File: src/rtl/evt_timer.sv
module evt_timer #(
  parameter int WIDTH = 8
) (
  input  logic             clk,
  input  logic             rst_n,
  input  logic             ext_in,
  input  logic             ctl_we,
  input  logic [7:0]       ctl_wdata,
  input  logic             pre_we,
  input  logic [WIDTH-1:0] pre_wdata,
  input  logic             cnt_rd,
  output logic [WIDTH-1:0] cnt_q,
  output logic [7:0]       ctl_q,
  output logic             irq,
  output logic             wake
);
  localparam logic [1:0] M_EVT = 2'b01;
  localparam logic [1:0] M_TMR = 2'b10;
  localparam logic [1:0] M_PW  = 2'b11;

  logic [2:0]       sync;
  logic [1:0]       div;
  logic [1:0]       mode;
  logic             flag, run, edge_sel, ie, pw_act;
  logic [WIDTH-1:0] pre_r, cnt;
  logic             rise, fall, start_e, stop_e, tick, step, inc, ovf, pw_done;

  assign rise    = sync[1] & ~sync[2];
  assign fall    = ~sync[1] & sync[2];
  assign start_e = edge_sel ? rise : fall;
  assign stop_e  = edge_sel ? fall : rise;
  assign tick    = (div == 2'd3);

  always_comb begin
    case (mode)
      M_EVT:   step = start_e;
      M_TMR:   step = tick;
      M_PW:    step = pw_act & tick;
      default: step = 1'b0;
    endcase
  end

  assign inc     = run & ~cnt_rd & step;
  assign ovf     = inc & (cnt == {WIDTH{1'b1}});
  assign pw_done = run & (mode == M_PW) & pw_act & stop_e;

  always_ff @(posedge clk) begin
    if (!rst_n) begin
      sync <= '0;
      div  <= '0;
    end else begin
      sync <= {sync[1:0], ext_in};
      div  <= div + 2'd1;
    end
  end

  always_ff @(posedge clk) begin
    if (!rst_n) begin
      pre_r <= '0;
      cnt   <= '0;
      wake  <= 1'b0;
    end else begin
      if (pre_we) pre_r <= pre_wdata;
      if (pre_we && !run)  cnt <= pre_wdata;
      else if (ovf)        cnt <= pre_r;
      else if (inc)        cnt <= cnt + 1'b1;
      wake <= ovf;
    end
  end

  always_ff @(posedge clk) begin
    if (!rst_n) begin
      mode     <= 2'b00;
      run      <= 1'b0;
      edge_sel <= 1'b0;
      ie       <= 1'b0;
      flag     <= 1'b0;
      pw_act   <= 1'b0;
    end else begin
      if (ctl_we) begin
        mode     <= ctl_wdata[7:6];
        run      <= ctl_wdata[4];
        edge_sel <= ctl_wdata[3];
        ie       <= ctl_wdata[2];
      end else if (pw_done) begin
        run <= 1'b0;
      end
      if (ovf)                          flag <= 1'b1;
      else if (ctl_we && !ctl_wdata[5]) flag <= 1'b0;
      if (!run || mode != M_PW)         pw_act <= 1'b0;
      else if (pw_act ? stop_e : start_e) pw_act <= ~pw_act;
    end
  end

  assign cnt_q = cnt;
  assign ctl_q = {mode, flag, run, edge_sel, ie, 2'b00};
  assign irq   = flag & ie;

  // a stopped counter changes only through a preload write
  p_hold_stopped_r2: assert property (@(posedge clk) disable iff (!rst_n)
    (!ctl_q[4] && !pre_we) |=> $stable(cnt_q));

  // read strobe freezes the counter
  p_read_freeze_r12: assert property (@(posedge clk) disable iff (!rst_n)
    (cnt_rd && !pre_we) |=> $stable(cnt_q));

  // outside loads the counter only advances by one
  p_single_step_r5: assert property (@(posedge clk) disable iff (!rst_n)
    (!$stable(cnt_q) && !$past(pre_we) && !wake) |-> (cnt_q == WIDTH'($past(cnt_q) + 1'b1)));

  // every wrap reloads from the previous preload value
  p_wrap_reload_r6: assert property (@(posedge clk) disable iff (!rst_n)
    wake |-> (cnt_q == $past(pre_r)));

  // a wake pulse comes with the flag set
  p_wake_flag_r7: assert property (@(posedge clk) disable iff (!rst_n)
    wake |-> ctl_q[5]);

  // a finished measurement leaves the run bit clear
  p_pw_autostop_r9: assert property (@(posedge clk) disable iff (!rst_n)
    ($fell(pw_act) && !$past(ctl_we)) |-> !ctl_q[4]);
endmodule

File: config.mk
export PLATFORM = sky130hd
export DESIGN_NAME = evt_timer
export DESIGN_NICKNAME = d
export VERILOG_FILES = /design/src/rtl/evt_timer.sv
export SDC_FILE = /design/constraint.sdc
export NUM_CORES = 1
export LEC_CHECK = 0
export BUFFER_PORTS_ARGS = -buffer_cell sky130_fd_sc_hd__buf_4
export CELL_PAD_IN_SITES_DETAIL_PLACEMENT = 1
export CELL_PAD_IN_SITES_GLOBAL_PLACEMENT = 2
export CORE_UTILIZATION = 27
export CTS_CLUSTER_SIZE = 30
export DETAILED_ROUTE_END_ITERATION = 8
export HOLD_SLACK_MARGIN = 0.02
export PLACE_DENSITY_LB_ADDON = 0.1
export SLEW_MARGIN = 20
export SYNTH_ARGS = -nofsm -noshare
export SYNTH_HDL_FRONTEND = slang
export SYNTH_SLANG_ARGS = --single-unit
File: constraint.sdc
create_clock -name clk -period 1.7 [get_ports clk]
set_input_delay 0 -clock clk [delete_from_list [all_inputs] [get_ports clk]]
set_output_delay 0 -clock clk [all_outputs]
set_load 0.005 [all_outputs]
## Word-level counts from Yosys, hierarchy flattened

Cells that the tools add are included.

| word-level totals | value |
|---|---|
| register bits after elaboration | 29 |
| output and inout port bits | 18 |
| bits of input ports | 22 |

| operators by class | value |
|---|---|
| reduce and logical (&&, ||, !) cells | 9 |
| add/sub/neg operators | 2 |
| equality and inequality tests | 6 |
| bitwise logic cells | 15 |
| mux-type cells | 11 |

Operators with widths:

| cell | number |
|---|---|
| two-way mux 8 bit | 3 |
| AND 1 bit | 10 |
| adder 8 x 1 -> 8 bit (second input constant) | 1 |
| equality test 8 bit (second input constant) | 1 |
| two-way mux 1 bit | 7 |
| equality test 2 bit (second input constant) | 3 |
| inverter 1 bit | 5 |
| nonzero test 2 bit | 2 |
| case mux 1 bit (3 select lines) | 1 |
| nonzero test 3 bit | 1 |
| adder 2 x 1 -> 2 bit (second input constant) | 1 |
| equality test 2 x 1 -> 1 bit (second input constant) | 1 |
| logical AND 1 bit | 2 |
| zero test 1 bit | 2 |
| inequality test 2 bit (second input constant) | 1 |
| OR reduction 2 bit | 1 |
| logical OR 1 bit | 1 |

## Logic depth before layout (Yosys ltp)

Gate-level depths: netlist of run 1.

| depth | value |
|---|---|
| depth after elaboration | 8 |
| depth in mapped cells | 7 |

## Least setup slack after synthesis of run 1

OpenSTA, ideal clock, no wires.

| path | value |
|---|---|
| path type | reg2reg |
| start point | register cnt[0] (netlist: cnt_q[0]) |
| end point | register cnt[7] (netlist: cnt_q[7]) |
| required time | 1,574 ps |
| data arrival time | 1,600 ps |
| library setup time | 126 ps |
| stages on the path, launching flop included | 7 |
| slack | -26 ps |
| path buffers | 1 |
| period minus slack after synthesis | 1,726 ps |
| cells stage by stage | dfxtp_1 ha_1 clkbuf_1 mux2_2 o31a_1 o211ai_1 nand3_1 |

| between the ends | value |
|---|---|
| word-level cells in the longest chain between the ends | 4 |

Ends and longest elaborated chain:

| item | RTL line | RTL |
|---|---|---|
| start, declared | 25 | `logic [WIDTH-1:0] pre_r, cnt;` |
| start signal, assigned | 64 | `if (pre_we && !run) cnt <= pre_wdata;` |
| start signal, assigned | 65 | `else if (ovf) cnt <= pre_r;` |
| start signal, assigned | 66 | `else if (inc) cnt <= cnt + 1'b1;` |
| adder 8 x 1 -> 8 bit or equality test 8 bit (tied branches) | 66, 44 |  |
| two-way mux 8 bit or AND 1 bit (tied branches) | 66, 44 |  |
| two-way mux 8 bit | 65 |  |
| two-way mux 8 bit | 64 |  |

Parallel ways exist; a longest one is shown, timed or not. The select of a mux whose other input is x is not followed.
A chain may end at the register's enable or synchronous reset.

## Worst setup path in the final report of run 1

| path | value |
|---|---|
| start point | register sync[2] |
| end point | register cnt[6] (netlist: cnt_q[6]) |

| between the ends | value |
|---|---|
| word-level cells in the longest chain between the ends | 8 |

Ends and longest elaborated chain:

| item | RTL line | RTL |
|---|---|---|
| start, declared | 21 | `logic [2:0] sync;` |
| start signal, assigned | 52 | `sync <= {sync[1:0], ext_in};` |
| inverter 1 bit | 28 | `assign rise = sync[1] & ~sync[2];` |
| AND 1 bit | 28 |  |
| two-way mux 1 bit * | 30 | `assign start_e = edge_sel ? rise : fall;` |
| case mux 1 bit (3 select lines) * | 35 | `case (mode)` |
| AND 1 bit * | 43 | `assign inc = run & ~cnt_rd & step;` |
| AND 1 bit | 44 | `assign ovf = inc & (cnt == {WIDTH{1'b1}});` |
| two-way mux 8 bit | 65 |  |
| two-way mux 8 bit | 64 |  |

Every way passes the cells marked *; elsewhere a longest branch is shown, timed or not.

==> results of run 1 <==
-- tightest hold or removal path, cell delays in order --
cell and delay (ns):
sky130_fd_sc_hd__buf_4 0.14, sky130_fd_sc_hd__nand2_1 0.07, sky130_fd_sc_hd__a21oi_1 0.05
-- layer usage --
layer | GRT usage, % | vias up | wire length (microns) | share of wire, %
met4 | 4.527 | 0 | 24 | 0.52
met1 | 22.13 | 723 | 2273 | 49
li1 | - | 723 | - | -
met3 | 4.630 | 2 | 179 | 3.9
met5 | 0 | - | 0 | 0
met2 | 26.65 | 32 | 2121 | 46
-- report_power, final --
group / switching, mW / internal, mW / leakage, nW
clock network: 0.263 / 0.365 / 0.0542
registers: 0.0329 / 0.717 / 0.239
logic: 0.113 / 0.138 / 0.611
total: 0.408 / 1.22 / 0.905
-- timing repair --
action | CTS | global route
endpoints found under the setup margin | 4 | 3
hold buffers | 14 | 0
resized for setup | 1 | 7
pin swaps | 0 | 2
cloned | 0 | 1
hold endpoints to repair | 19 | 0
-- final timing paths --
check             startpoint        to  slack (ns)  cells after the start
setup / recovery     sync[2]  cnt_q[6]        0.06                      6
hold / removal        ctl_we       run        0.04                      3
setup reg to reg     sync[2]  cnt_q[6]        0.06                      6
hold reg to reg       div[0]    div[0]        0.41                      1
-- sequential cells by signal (all words and copies together), names as in the netlist, 2 cells and up --
signal and count:
cnt_q 8, div 2, mode 2, pre_r 8, sync 3
-- cells in the final DEF (no fill, tap or decap), types with 2 or more instances in the layout --
master                          instances
sky130_fd_sc_hd__nand2b_1               2
sky130_fd_sc_hd__a21oi_1                5
sky130_fd_sc_hd__nor2_1                15
sky130_fd_sc_hd__dlygate4sd3_1         14
sky130_fd_sc_hd__dfxtp_1               27
sky130_fd_sc_hd__nor3_1                 2
sky130_fd_sc_hd__clkbuf_8               7
sky130_fd_sc_hd__buf_4                 52
sky130_fd_sc_hd__inv_1                  3
sky130_fd_sc_hd__nand3_1               15
sky130_fd_sc_hd__o211ai_1               4
sky130_fd_sc_hd__o2111ai_1              2
sky130_fd_sc_hd__a211o_1                2
sky130_fd_sc_hd__mux2i_1               13
sky130_fd_sc_hd__nand2_1               13
sky130_fd_sc_hd__mux2_2                 2
sky130_fd_sc_hd__nor2b_1                2
sky130_fd_sc_hd__conb_1                 2
sky130_fd_sc_hd__dfxtp_2                2
sky130_fd_sc_hd__and2_1                 6
sky130_fd_sc_hd__nand4_1                7
sky130_fd_sc_hd__a31oi_1                7
sky130_fd_sc_hd__and3_1                 2
sky130_fd_sc_hd__o21ai_0                3
-- metrics by stage --
stage	util (%)	area [sq um]
after floorplan	-	1474
after global placement	35.80	1852
after detailed placement	35.80	1852
final	41.22	2132
after CTS	40.49	2095
after global routing	41.22	2132
-- layout make-up --
| type | instances | area share, % |
|---|---|---|
| clock buffers | 7 | 4.519 |
| clock inverters | 1 | 0.2347 |
| inverters | 3 | 0.5282 |
| multi-input cells | 122 | 38.38 |
| flip-flops and latches | 29 | 27.35 |
| well taps | 70 | 4.108 |
| repair buffers | 66 | 24.88 |
-- kinds of logic after synthesis --
| group | synth area share (%) |
|---|---|
| other | 0.2553 |
| AND/OR/NAND/NOR | 24.87 |
| adder cells (fa/ha/maj) | 1.703 |
| multiplexers | 10.39 |
| AO/OA/AOI/OAI | 15.76 |
| flip-flops | 39.52 |
| buffers and inverters | 7.495 |
==> impl_metrics.json, run 1 <==
{
  "power_density_nw_per_um2": 764.2,
  "clk_root_buffer_cell": "sky130_fd_sc_hd__clkbuf_8",
  "drv_cap": 0,
  "floorplan.die.width_microns": 75.76,
  "post-cts-setup-buffer-count": 0,
  "synth_area_per_cell_sq_um": 8.590,
  "timing.critical_path.fanout_max": 7,
  "finalMaxSlewViolations": 0,
  "antenna_found_initial": 0,
  "post_drt_wl_per_cell_microns": 15.43,
  "cts_max_path_buffers": 2,
  "final.fill_count": 609,
  "placed_cells_incl_taps": 275,
  "static_power_due_to_leakage_nw": 0.9048,
  "postSynthRegisterBits": 29,
  "maxClockFrequency_mhz": 610.8,
  "pin_count_of_the_biggest_net_entering_global_routing": 19,
  "worst_path_largest_cell_delay_ns": 0.38,
  "ys_types": 39,
  "hold_slack_ns": 0.03866,
  "setup_tns_final_ns": 0,
  "grt_pass1_wl_microns": 7010,
  "drt_total_wl_microns": 4599,
  "antenna_cells": 0,
  "clkSinkCount": 29,
  "outcome": "finished clean",
  "period_minus_slack_ns": 1.637,
  "total_area_of_multi_input_combinational_cells_sq_um": 818.3,
  "port-buffer-count": 35,
  "final-setup-viol-count": 0,
  "synth.largest_area_cell": "sky130_fd_sc_hd__dfxtp_1",
  "placement_rows": 26,
  "fin_nets": 251,
  "numCtsBuffers": 5,
  "start_util_pct": 28.40,
  "report.power.total_mw": 1.629,
  "synthTopCellsByArea": "sky130_fd_sc_hd__dfxtp_1 (40%), sky130_fd_sc_hd__mux2i_1 (8.9%), sky130_fd_sc_hd__nand3_1 (5.1%)",
  "arrival_ns": 1.79,
  "gp_congestion": 0.7951,
  "worstSetupEndpointType": "flip-flop",
  "setup_slack_ns": 0.06268,
  "dominantRegCellSynth": "sky130_fd_sc_hd__dfxtp_1",
  "layout.area.seq_sq_um": 583.1,
  "dieArea_sq_um": 5740,
  "synth_warnings": 0,
  "die_y_microns": 75.76,
  "fin_cells": 298,
  "grt_pass1_vias": 1446,
  "detailedRoute.firstIterationViolations": 83,
  "synth_commonest_cells": "sky130_fd_sc_hd__dfxtp_1 (29), sky130_fd_sc_hd__nand3_1 (15), sky130_fd_sc_hd__nor2_1 (15)",
  "synth-edff-count": 0,
  "globalRouteTotalUtil_pct": 16.70,
  "timing.critical_path.from_type": "flip-flop",
  "hold_class": "in2reg",
  "yosysMostFrequentCell": "sky130_fd_sc_hd__dfxtp_1",
  "synth_largest_type_area_fraction_pct": 39.52,
  "crit_path_cell_trace": "and2b_1, a21oi_4, o22ai_1, buf_4, a311oi_1, nor3_1",
  "period_share_pct": 96.31,
  "worst_path_dominant_cell_family": "compound AO/OA/AOI/OAI gates",
  "detail_route.first_pass.iterations": 4,
  "post_synth_inst_count": 171,
  "cts-htree-levels": 2,
  "vias": 1480,
  "timing.critical_path.slowest_stage_cell": "sky130_fd_sc_hd__dfxtp_1",
  "core_sq_um": 5172,
  "drive_gt1_share_pct": 30.26,
  "hold_violations": 0,
  "critical_path.n_buffers_inverters": 1,
  "crit_required_ns": 1.85,
  "vdd_ir_drop_max_mv": 0.3940,
  "clock_slew_at_reported_path_ffs_ns": 0.07,
  "globalRoute.totalOverflow": 0,
  "route.detailed.drc": 0,
  "synthesis.area_sq_um": 1469,
  "placement.setup.worst_slack_ns": -0.04925,
  "criticalPathCategory": "reg2reg",
  "yosysSeqAreaShare_pct": 39.52,
  "antenna_violating_nets_remaining": 0,
  "worstSkewPairLatency_ns": 0.27,
  "drt-vias-per-instance": 4.966,
  "timing.clock.skew_ns": 0.004877,
  "detailed_place_hpwl_microns": 3248,
  "async_flop_share_pct": 0,
  "cts_tree": "built",
  "synthToLayoutAreaGrowth_pct": 45.14,
  "ioPinCount": 40
}
No activity file was read; power rests on OpenSTA's default activity.
==> run 2: changes to the inputs <==
--- a/config.mk
+++ b/config.mk
@@ -5,9 +5,10 @@
 export SDC_FILE = /design/constraint.sdc
 export NUM_CORES = 1
 export LEC_CHECK = 0
-export BUFFER_PORTS_ARGS = -buffer_cell sky130_fd_sc_hd__buf_4
+export BUFFER_PORTS_ARGS = -buffer_cell sky130_fd_sc_hd__buf_2
 export CELL_PAD_IN_SITES_DETAIL_PLACEMENT = 1
 export CELL_PAD_IN_SITES_GLOBAL_PLACEMENT = 2
+export CORE_MARGIN = 2
 export CORE_UTILIZATION = 27
 export CTS_CLUSTER_SIZE = 30
 export DETAILED_ROUTE_END_ITERATION = 8
==> impl_metrics.json, run 2 (synthesized netlist as in run 1, its figures left out) <==
{
  "grt_pass1_vias": 1522,
  "cts_tree": "built",
  "drive_gt1_share_pct": 30.09,
  "timing.critical_path.from_type": "flip-flop",
  "hold_class": "in2reg",
  "placement_rows": 26,
  "final-setup-viol-count": 0,
  "placement.setup.worst_slack_ns": 0.01941,
  "detail_route.first_pass.iterations": 4,
  "arrival_ns": 1.81,
  "maxClockFrequency_mhz": 610.9,
  "worstSkewPairLatency_ns": 0.29,
  "static_power_due_to_leakage_nw": 0.8974,
  "crit_path_start": "sync[2]",
  "post_drt_wl_per_cell_microns": 15.71,
  "antenna_found_initial": 0,
  "vias": 1467,
  "globalRouteTotalUtil_pct": 15.79,
  "power_density_nw_per_um2": 902.3,
  "timing.critical_path.to": "cnt_q[6]",
  "start_util_pct": 28.40,
  "numCtsBuffers": 5,
  "r2r_slack_ns": 0.06,
  "finalMaxSlewViolations": 0,
  "setup_tns_final_ns": 0,
  "crit_required_ns": 1.87,
  "port-buffer-count": 35,
  "antenna_violating_nets_remaining": 0,
  "post-cts-setup-buffer-count": 0,
  "outcome": "finished clean",
  "detailed_place_hpwl_microns": 3329,
  "dieArea_sq_um": 6047,
  "cts-htree-levels": 2,
  "setup_slack_ns": 0.06296,
  "ioPinCount": 40,
  "vdd_ir_drop_max_mv": 0.3270,
  "rsz0062_at_grt": "yes",
  "period_share_pct": 96.30,
  "reg2reg_depth": 6,
  "regToRegStartpoint": "sync[2]",
  "drt_total_wl_microns": 4651,
  "grt_pass1_wl_microns": 7514,
  "criticalPathCategory": "reg2reg",
  "most_common_cell_after_layout_fill_and_taps_aside": "sky130_fd_sc_hd__buf_2",
  "post-route-util_pct": 39.77,
  "period_minus_slack_ns": 1.637,
  "route.detailed.drc": 0,
  "hold_slack_ns": 0.05508,
  "clock_slew_at_reported_path_ffs_ns": 0.07,
  "clkSinkCount": 29,
  "globalRoute.totalOverflow": 0,
  "antenna_cells": 0,
  "pin_count_of_the_biggest_net_entering_global_routing": 19,
  "clk_root_buffer_cell": "sky130_fd_sc_hd__clkbuf_8",
  "worstSetupEndpointType": "flip-flop",
  "synthToLayoutAreaGrowth_pct": 40.03,
  "final.fill_count": 618,
  "layout_common_cells": "sky130_fd_sc_hd__buf_2 (35), sky130_fd_sc_hd__dfxtp_1 (28), sky130_fd_sc_hd__buf_4 (16), sky130_fd_sc_hd__nand3_1 (15), sky130_fd_sc_hd__nor2_1 (15)",
  "timing.critical_path.fanout_max": 7,
  "fin_nets": 249,
  "core_sq_um": 5172,
  "rr_endpoint": "cnt_q[6]",
  "die_y_microns": 77.76,
  "timing.clock.skew_ns": 0.004996,
  "cts_max_path_buffers": 2,
  "floorplan.die.width_microns": 77.76,
  "hold_violations": 0,
  "drv_cap": 0,
  "detailedRoute.firstIterationViolations": 82,
  "report.power.total_mw": 1.856,
  "drt-vias-per-instance": 4.956,
  "gp_congestion": 0.7881
}
==> run 2: layout make-up <==
class	instances	area, sq um	share of cell area, %
clock inverter	3	65.06	3.163
timing repair buffer	65	445.4	21.65
sequential	29	581.8	28.28
tap	70	87.58	4.258
clock buffer	5	68.82	3.346
multi-input combinational	121	797.0	38.75
inverter	3	11.26	0.5474
==> run 2: power by group <==
part           leakage, nW  internal (mW)  switching (mW)
sequential           0.239          0.717          0.0352
combinational        0.590          0.115           0.107
clock               0.0681          0.582           0.300
==> run 2: repair_timing <==
action                                  4_1_cts  5_1_grt
endpoints found under the hold margin        19        0
hold buffers                                 13        0
endpoints found under the setup margin        0        7
resized for setup                             0        5
==> run 2: critical path, stage by stage, from the launching register on <==
cell	delay (ns)
sky130_fd_sc_hd__dfxtp_1	0.35
sky130_fd_sc_hd__and2b_1	0.25
sky130_fd_sc_hd__a21oi_1	0.10
sky130_fd_sc_hd__o22a_2	0.30
sky130_fd_sc_hd__buf_12	0.16
sky130_fd_sc_hd__a2111oi_4	0.30
sky130_fd_sc_hd__nor3_1	0.07
==> run 2: worst min-delay path by stage <==
stage           start      end  slack (ns)  depth (start not counted)
2_1_floorplan  ext_in  sync[0]        0.13                          1
3_3_place_gp   ext_in  sync[0]        0.21                          2
3_5_place_dp   ext_in  sync[0]        0.21                          2
4_1_cts        ctl_we      run        0.05                          3
5_1_grt        ctl_we      run        0.06                          3
6_report       ctl_we      run        0.06                          3
==> run 2: metal layers <==
metal / vias to the layer above / wire length [microns] / GRT usage [%] / part of all wire (%)
met5: - / 0 / 0 / 0
met4: 0 / 46 / 5.000 / 0.99
met3: 6 / 189 / 4.302 / 4.1
met2: 33 / 2128 / 25.00 / 46
met1: 708 / 2286 / 20.75 / 49
li1: 720 / - / - / -
==> run 2: stage by stage <==
| step | area (sq um) | instances |
|---|---|---|
| 2_1_floorplan | 1474 | 172 |
| 3_3_place_gp | 1777 | 275 |
| 3_5_place_dp | 1777 | 275 |
| 4_1_cts | 2041 | 296 |
| 5_1_grt | 2057 | 296 |
| 6_report | 2057 | 296 |
